[src/rtl/spi_burst_pkg.sv]
package spi_burst_pkg;
  localparam int CTRL_W   = 32;
  localparam int CS_IDX_W = 2;
  localparam int CS_LINES = 1 << CS_IDX_W;

  // control word field positions
  localparam int PHA_BIT  = 0;
  localparam int POL_BIT  = 1;
  localparam int IDX_LO   = 4;
  localparam int MAN_BIT  = 6;
  localparam int LVL_BIT  = 7;
  localparam int DSC_BIT  = 8;
  localparam int ORD_BIT  = 12;
  localparam int GO_BIT   = 31;

  typedef struct packed {
    logic                lsb_first;
    logic                discard;
    logic                cs_level;
    logic                cs_manual;
    logic [CS_IDX_W-1:0] cs_idx;
    logic                cpol;
    logic                cpha;
  } spi_cfg_t;

  typedef enum logic [2:0] {
    ST_IDLE, ST_LOAD, ST_SHIFT, ST_NEXT, ST_FIN
  } seq_state_t;

  function automatic spi_cfg_t cfg_from_word(input logic [CTRL_W-1:0] w);
    spi_cfg_t c;
    c.cpha      = w[PHA_BIT];
    c.cpol      = w[POL_BIT];
    c.cs_idx    = w[IDX_LO +: CS_IDX_W];
    c.cs_manual = w[MAN_BIT];
    c.cs_level  = w[LVL_BIT];
    c.discard   = w[DSC_BIT];
    c.lsb_first = w[ORD_BIT];
    return c;
  endfunction

  function automatic logic [CTRL_W-1:0] word_from_cfg(input spi_cfg_t c, input logic go);
    logic [CTRL_W-1:0] w;
    w = '0;
    w[PHA_BIT]             = c.cpha;
    w[POL_BIT]             = c.cpol;
    w[IDX_LO +: CS_IDX_W]  = c.cs_idx;
    w[MAN_BIT]             = c.cs_manual;
    w[LVL_BIT]             = c.cs_level;
    w[DSC_BIT]             = c.discard;
    w[ORD_BIT]             = c.lsb_first;
    w[GO_BIT]              = go;
    return w;
  endfunction
endpackage

[src/rtl/spi_ctrl_reg.sv]
module spi_ctrl_reg
  import spi_burst_pkg::*;
(
  input  logic              clk,
  input  logic              rst_n,
  input  logic              wr_en,
  input  logic [CTRL_W-1:0] wr_data,
  input  logic              fin,
  input  logic              done_clr,
  input  logic              irq_en,
  output spi_cfg_t          cfg,
  output logic              busy,
  output logic              start,
  output logic              done,
  output logic              irq,
  output logic [CTRL_W-1:0] rd_data
);
  spi_cfg_t cfg_d;
  logic     busy_d, done_d;
  logic     ctrl_unused;

  assign ctrl_unused = ^{wr_data[30:13], wr_data[11:9], wr_data[3:2]};

  always_comb begin
    start  = wr_en & wr_data[GO_BIT] & ~busy;
    cfg_d  = cfg;
    busy_d = busy;
    done_d = done;
    if (wr_en) begin
      if (!busy) cfg_d = cfg_from_word(wr_data);
      else       cfg_d.cs_level = wr_data[LVL_BIT];   // only level passes mid-burst
    end
    if (start)    busy_d = 1'b1;
    else if (fin) busy_d = 1'b0;
    if (fin)           done_d = 1'b1;
    else if (done_clr) done_d = 1'b0;
  end

  always_ff @(posedge clk or negedge rst_n) begin
    if (!rst_n) begin
      cfg  <= '0;
      busy <= 1'b0;
      done <= 1'b0;
    end else begin
      cfg  <= cfg_d;
      busy <= busy_d;
      done <= done_d;
    end
  end

  assign rd_data = word_from_cfg(cfg, busy);
  assign irq     = done & irq_en;

  a_r9_cfg_frozen: assert property (@(posedge clk) disable iff (!rst_n)
    busy && $past(busy) |-> $stable(cfg.cpol) && $stable(cfg.cpha) && $stable(cfg.lsb_first)
                          && $stable(cfg.discard) && $stable(cfg.cs_idx) && $stable(cfg.cs_manual));
  a_r10_done_on_fin: assert property (@(posedge clk) disable iff (!rst_n)
    fin |=> done);
  a_r8_go_self_clear: assert property (@(posedge clk) disable iff (!rst_n)
    fin |=> !busy);
  a_r10_clear_w1c: assert property (@(posedge clk) disable iff (!rst_n)
    done && done_clr && !fin |=> !done);
endmodule

[src/rtl/spi_bit_shifter.sv]
module spi_bit_shifter #(
  parameter int W = 8
) (
  input  logic         clk,
  input  logic         rst_n,
  input  logic         load,
  input  logic [W-1:0] load_byte,
  input  logic         run,
  input  logic         tick,
  input  logic         cpol,
  input  logic         cpha,
  input  logic         lsb_first,
  input  logic         miso,
  output logic         sclk,
  output logic         mosi,
  output logic         byte_end,
  output logic [W-1:0] rx_byte
);
  localparam int            EW   = $clog2(2 * W);
  localparam logic [EW-1:0] LAST = EW'(2 * W - 1);

  logic [W-1:0]  tx_q, tx_d, rx_q, rx_d;
  logic [EW-1:0] ec_q, ec_d;
  logic          ph_q, ph_d;
  logic          step, lead, samp, shft;

  always_comb begin
    step = run & tick;
    lead = ~ec_q[0];
    // phase 0 samples on leading edges, phase 1 on trailing edges
    samp = step & (lead ^ cpha);
    shft = step & ~(lead ^ cpha) & (cpha ? (ec_q != '0) : (ec_q != LAST));
    tx_d = tx_q;
    rx_d = rx_q;
    ec_d = ec_q;
    ph_d = ph_q;
    if (load) begin
      tx_d = load_byte;
      ec_d = '0;
      ph_d = 1'b0;
    end else if (step) begin
      ec_d = ec_q + 1'b1;
      ph_d = ~ph_q;
      if (shft) tx_d = lsb_first ? {1'b0, tx_q[W-1:1]} : {tx_q[W-2:0], 1'b0};
      if (samp) rx_d = lsb_first ? {miso, rx_q[W-1:1]} : {rx_q[W-2:0], miso};
    end
  end

  always_ff @(posedge clk or negedge rst_n) begin
    if (!rst_n) begin
      tx_q <= '0;
      rx_q <= '0;
      ec_q <= '0;
      ph_q <= 1'b0;
    end else begin
      tx_q <= tx_d;
      rx_q <= rx_d;
      ec_q <= ec_d;
      ph_q <= ph_d;
    end
  end

  assign sclk     = cpol ^ ph_q;
  assign mosi     = lsb_first ? tx_q[0] : tx_q[W-1];
  assign byte_end = step & (ec_q == LAST);
  assign rx_byte  = rx_q;

  a_r11_idle_level: assert property (@(posedge clk) disable iff (!rst_n)
    !run |-> sclk == cpol);
  a_r2_end_on_trailing: assert property (@(posedge clk) disable iff (!rst_n)
    byte_end |-> sclk != cpol);
endmodule

[src/rtl/spi_cs_drive.sv]
module spi_cs_drive #(
  parameter int N  = 4,
  parameter int IW = 2
) (
  input  logic [IW-1:0] idx,
  input  logic          manual,
  input  logic          level,
  input  logic          busy,
  output logic [N-1:0]  cs_n
);
  for (genvar i = 0; i < N; i++) begin : g_line
    // only the indexed line moves, by level or by burst activity
    assign cs_n[i] = (idx == IW'(i)) ? (manual ? level : ~busy) : 1'b1;
  end
endmodule

[src/rtl/spi_burst_engine.sv]
module spi_burst_engine
  import spi_burst_pkg::*;
#(
  parameter int CNT_W  = 24,
  parameter int DATA_W = 8
) (
  input  logic                clk,
  input  logic                rst_n,
  input  logic                ctrl_wr,
  input  logic [CTRL_W-1:0]   ctrl_wdata,
  output logic [CTRL_W-1:0]   ctrl_rdata,
  input  logic [CNT_W-1:0]    total_count,
  input  logic [CNT_W-1:0]    tx_count,
  input  logic                done_clr,
  input  logic                irq_en,
  output logic                done,
  output logic                irq,
  input  logic                sclk_tick,
  input  logic                txq_empty,
  input  logic [DATA_W-1:0]   txq_data,
  output logic                txq_pop,
  output logic                rxq_push,
  output logic [DATA_W-1:0]   rxq_data,
  output logic                sclk,
  output logic                mosi,
  input  logic                miso,
  output logic [CS_LINES-1:0] cs_n
);
  spi_cfg_t          cfg;
  seq_state_t        st_q, st_d;
  logic [CNT_W-1:0]  tot_q, tot_d, txc_q, txc_d, idx_q, idx_d;
  logic              busy, start, fin, ld, need_tx, byte_end;
  logic [DATA_W-1:0] ld_byte;

  spi_ctrl_reg u_ctrl (
    .clk, .rst_n,
    .wr_en    (ctrl_wr),
    .wr_data  (ctrl_wdata),
    .fin,
    .done_clr,
    .irq_en,
    .cfg,
    .busy,
    .start,
    .done,
    .irq,
    .rd_data  (ctrl_rdata)
  );

  always_comb begin
    st_d     = st_q;
    tot_d    = tot_q;
    txc_d    = txc_q;
    idx_d    = idx_q;
    ld       = 1'b0;
    txq_pop  = 1'b0;
    rxq_push = 1'b0;
    fin      = 1'b0;
    need_tx  = idx_q < txc_q;
    unique case (st_q)
      ST_IDLE: if (start) begin
        tot_d = total_count;
        txc_d = tx_count;
        idx_d = '0;
        st_d  = (total_count == '0) ? ST_FIN : ST_LOAD;
      end
      ST_LOAD: if (!need_tx || !txq_empty) begin   // wait for data
        ld      = 1'b1;
        txq_pop = need_tx;
        st_d    = ST_SHIFT;
      end
      ST_SHIFT: if (byte_end) st_d = ST_NEXT;
      ST_NEXT: begin
        rxq_push = ~cfg.discard;
        idx_d    = idx_q + 1'b1;
        st_d     = (idx_d == tot_q) ? ST_FIN : ST_LOAD;
      end
      ST_FIN: begin
        fin  = 1'b1;
        st_d = ST_IDLE;
      end
      default: st_d = ST_IDLE;
    endcase
  end

  always_ff @(posedge clk or negedge rst_n) begin
    if (!rst_n) begin
      st_q  <= ST_IDLE;
      tot_q <= '0;
      txc_q <= '0;
      idx_q <= '0;
    end else begin
      st_q  <= st_d;
      tot_q <= tot_d;
      txc_q <= txc_d;
      idx_q <= idx_d;
    end
  end

  assign ld_byte = need_tx ? txq_data : '0;   // zero fill past transmit count

  spi_bit_shifter #(.W(DATA_W)) u_shift (
    .clk, .rst_n,
    .load      (ld),
    .load_byte (ld_byte),
    .run       (st_q == ST_SHIFT),
    .tick      (sclk_tick),
    .cpol      (cfg.cpol),
    .cpha      (cfg.cpha),
    .lsb_first (cfg.lsb_first),
    .miso,
    .sclk,
    .mosi,
    .byte_end,
    .rx_byte   (rxq_data)
  );

  spi_cs_drive #(.N(CS_LINES), .IW(CS_IDX_W)) u_cs (
    .idx    (cfg.cs_idx),
    .manual (cfg.cs_manual),
    .level  (cfg.cs_level),
    .busy,
    .cs_n
  );

  // assertion support: per-burst strobe tallies
  logic [CNT_W-1:0] pop_tally, push_tally;
  always_ff @(posedge clk or negedge rst_n) begin
    if (!rst_n) begin
      pop_tally  <= '0;
      push_tally <= '0;
    end else if (start) begin
      pop_tally  <= '0;
      push_tally <= '0;
    end else begin
      if (txq_pop)  pop_tally  <= pop_tally + 1'b1;
      if (rxq_push) push_tally <= push_tally + 1'b1;
    end
  end

  a_r4_pop_total: assert property (@(posedge clk) disable iff (!rst_n)
    fin |-> pop_tally == ((txc_q < tot_q) ? txc_q : tot_q));
  a_r5_push_total: assert property (@(posedge clk) disable iff (!rst_n)
    fin |-> push_tally == (cfg.discard ? '0 : tot_q));
  a_r6_one_line: assert property (@(posedge clk) disable iff (!rst_n)
    $onehot0(~cs_n));
  a_r4_pop_has_data: assert property (@(posedge clk) disable iff (!rst_n)
    txq_pop |-> !txq_empty);
endmodule

[config.mk]
export PLATFORM = sky130hd
export DESIGN_NAME = spi_burst_engine
export DESIGN_NICKNAME = d
export VERILOG_FILES = /design/src/rtl/spi_burst_pkg.sv /design/src/rtl/spi_ctrl_reg.sv /design/src/rtl/spi_bit_shifter.sv /design/src/rtl/spi_cs_drive.sv /design/src/rtl/spi_burst_engine.sv
export SDC_FILE = /design/constraint.sdc
export NUM_CORES = 1
export LEC_CHECK = 0
export BUFFER_PORTS_ARGS = -buffer_cell sky130_fd_sc_hd__buf_2
export CORE_AREA = 2 2 129 118
export DETAILED_ROUTE_END_ITERATION = 7
export DIE_AREA = 0 0 131 120
export MAX_ROUTING_LAYER = met4
export PLACE_DENSITY = 0.68
export REMOVE_ABC_BUFFERS = 1
export SYNTH_ARGS = -nofsm -noshare
export SYNTH_HDL_FRONTEND = slang
export SYNTH_SLANG_ARGS = --single-unit
[constraint.sdc]
create_clock -name clk -period 2.6 [get_ports clk]
set_input_delay 0.52 -clock clk [delete_from_list [all_inputs] [get_ports clk]]
set_output_delay 0.52 -clock clk [all_outputs]
set_load 0.02 [all_outputs]
==> flow_summary.json <==
{
  "status": "finished with violations",
  "violations": "negative setup slack",
  "min_path_type": "input pin to async pin",
  "cts_sinks": 106,
  "crit_arrival_ns": 2.37,
  "ys_types": 59,
  "clockRootBuffer": "clkbuf_16",
  "relSlewSlack_pct": 58.38,
  "multi_input_area_mm2": 0.003493,
  "io-pin-count": 146,
  "avgSynthCellArea_um2": 9.822,
  "fin_skew_ns": 0.01242,
  "rsz0062_at_grt": "yes",
  "ant_nets": 0,
  "vias_per_cell": 5.287,
  "die_h_um": 120,
  "finalNetCount": 904,
  "p_per_area_mw_per_mm2": 909.1,
  "grt_max_degree": 51,
  "core-area_mm2": 0.01445,
  "wl_per_cell_um": 15.62,
  "hold_violations": 0,
  "fillCellCount": 1317,
  "worst_slew_pin_slew_ns": 0.6243,
  "finalWirelength_um": 15390,
  "crit_path_start_kind": "flop",
  "post-route-period-util_pct": 111.1,
  "antenna_found_initial": 0,
  "required_ns": 2.08,
  "htreeDepth": 3,
  "hold_buffers": 0,
  "regArea_mm2": 0.002653,
  "clk_path_buf_depth": 2,
  "fin_area_mm2": 0.007833,
  "post-route-min-period_ns": 2.889,
  "cts_made_buffers": 9,
  "dr.pass1.iters": 4,
  "fp.dieW_um": 131,
  "drive_gt1_share_pct": 35.58,
  "cp_max_fo": 2,
  "vias": 5208,
  "cts_tree": "yes",
  "maxCapViolCount": 0,
  "dieArea_mm2": 0.01572,
  "leakagePower_uw": 0.003722,
  "drc": 0,
  "drt_iter0_markers": 316,
  "fmax_mhz": 346.1,
  "syn-cell-area_mm2": 0.006355,
  "end_kind": "output port",
  "grt_usage_pct": 20.45,
  "rrSetupSlack_ns": -0.01,
  "clk_pin_slew_ns": 0.07,
  "post_dp_cell_area_mm2": 0.007222,
  "gp_congestion": 0.8649,
  "yosysSeqAreaShare_pct": 41.74,
  "async_flop_share_pct": 100.0,
  "grt-ovfl-total": 0,
  "grt_pass1_wl_um": 24560,
  "rows": 42,
  "critPathKind": "flop to output port",
  "slew_viol_final": 0,
  "area_growth_pct": 23.25,
  "ys_seq_elements": 106,
  "clock_latency_ns": 0.36,
  "synth_ff_type": "dfrtp_1",
  "fin_tns_setup_ns": -0.2942,
  "vdd_drop_max_uv": 381.6,
  "initial_core_util_pct": 43.97,
  "setup_slack_ns": -0.2891,
  "hpwl_um": 11100,
  "ys_warn_count": 0,
  "antenna_cells": 0,
  "port_buffers": 99,
  "synth_edf_count": 0,
  "grt_pass1_vias": 5179,
  "syn_inst": 647,
  "setup_viol": 2
}
[repair_timing]
| action | in CTS | in global routing |
|---|---|---|
| pin swaps | 5 | 12 |
| setup buffers | 2 | 10 |
| resized for setup | 12 | 27 |
| setup endpoints to repair | 9 | 12 |
[state kept, by name, indices dropped and copies added (netlist names)]
signal and flops:
u_shift.rx_byte 8, tot_q 24, u_ctrl.busy 1, u_ctrl.cfg 8, u_shift.ph_q 1, st_q 3, idx_q 24, txc_q 24
u_shift.tx_q 8, u_ctrl.done 1, u_shift.ec_q 4
[layout by cell type, fill, tap and decap left out, types with 7 or more instances in the layout]
cell type	n
xnor2_1	23
ha_1	22
a2bb2oi_1	7
xor2_1	15
buf_2	97
buf_6	7
a21oi_1	21
mux2i_1	8
o31ai_1	7
mux2_2	66
nand2_1	58
inv_1	33
clkbuf_16	9
o21ai_0	57
nand3_1	23
nor2_1	30
conb_1	23
nor4_1	7
nand4_1	11
and3_1	7
dfrtp_1	106
buf_4	55
[synth_stat cells, types with 4 or more instances]
cell type	count	area share, %
dfrtp_1	106	42
mux2_2	66	12
nand2_1	59	3.5
o21ai_0	59	4.6
inv_1	34	2.0
buf_4	30	3.5
nor2_1	30	1.8
ha_1	26	5.1
xnor2_1	25	3.4
nand3_1	24	1.9
a21oi_1	21	1.7
xor2_1	15	2.1
clkbuf_1	14	0.83
nor4_1	12	1.2
nand4_1	11	1.1
and3_1	8	0.79
mux2i_1	8	1.3
a2bb2oi_1	7	0.96
nor3_1	7	0.55
o31ai_1	7	0.83
a31oi_1	6	0.59
buf_1	6	0.35
a21o_1	5	0.59
buf_2	5	0.39
and2_1	4	0.39
nand2b_1	4	0.39
[kinds of logic after synthesis]
group	synth area share, %
flops	41.74
xor+xnor	5.513
fa+ha+maj	5.119
simple gates	14.69
mux	12.96
compound gates	12.19
other cells	0.05901
buf+inv	7.738
[path summary, 6_finish.rpt]
path | cells after the start | endpoint | start
hold / removal | 1 | txc_q[14] | rst_n
min in group clk | 2 | u_ctrl.done | done_clr
hold reg to reg | 1 | txc_q[20] | txc_q[20]
setup / recovery | 8 | txq_pop | idx_q[1]
setup reg to reg | 10 | st_q[2] | idx_q[1]
max in group asynchronous | 2 | u_shift.rx_byte[0] | rst_n
[through the flow]
| stage | instances | total power, uW | hold WS, ns | worst slack (ns) | utilization, % |
|---|---|---|---|---|---|
| 3_3_place_gp | 957 | 5418 | 0.4805 | -0.07521 | 49.97 |
| 2_1_floorplan | 610 | 4626 | 0.2244 | -0.1069 | - |
| 6_report | 985 | 7120 | 0.1903 | -0.2891 | 54.20 |
| 4_1_cts | 975 | 7026 | 0.2071 | -0.3394 | 52.68 |
| 3_5_place_dp | 957 | 5544 | 0.4913 | -0.1595 | 49.97 |
| 5_1_grt | 985 | 7629 | 0.2391 | -0.3890 | 54.20 |
[power by group]
group | internal [uW] | total [uW] | switching, uW | leakage [uW]
Combinational | 1450 | 3020 | 1580 | 0.00223
Sequential | 2240 | 2730 | 489 | 0.00135
Clock | 749 | 1370 | 623 | 0.000143
Total | 4430 | 7120 | 2690 | 0.00372
[worst max-delay path, cell delays in order, from the launching register on]
cell and delay [ns]:
dfrtp_1 0.40, ha_1 0.29, a211oi_2 0.22, nor3_2 0.09
o41ai_2 0.35, buf_4 0.18, o211a_4 0.16, and3_4 0.22
buf_6 0.12
[layout make-up]
cell class,instances,area share (%)
clock inverter,6,0.8307
tap,198,3.163
timing repair buffer,161,12.99
multi-input combinational,470,44.60
inverter,34,1.629
sequential,106,33.87
clock buffer,10,2.923
[per-layer routing]
layer | vias to the layer above | GRT usage, % | wire [um]
met2 | 146 | 32.19 | 7452
met5 | - | - | 0
met3 | 22 | 3.790 | 679
met4 | 0 | 6.051 | 302
li1 | 2505 | - | -
met1 | 2535 | 26.96 | 6953
Power figures use the tool's default switching activity.
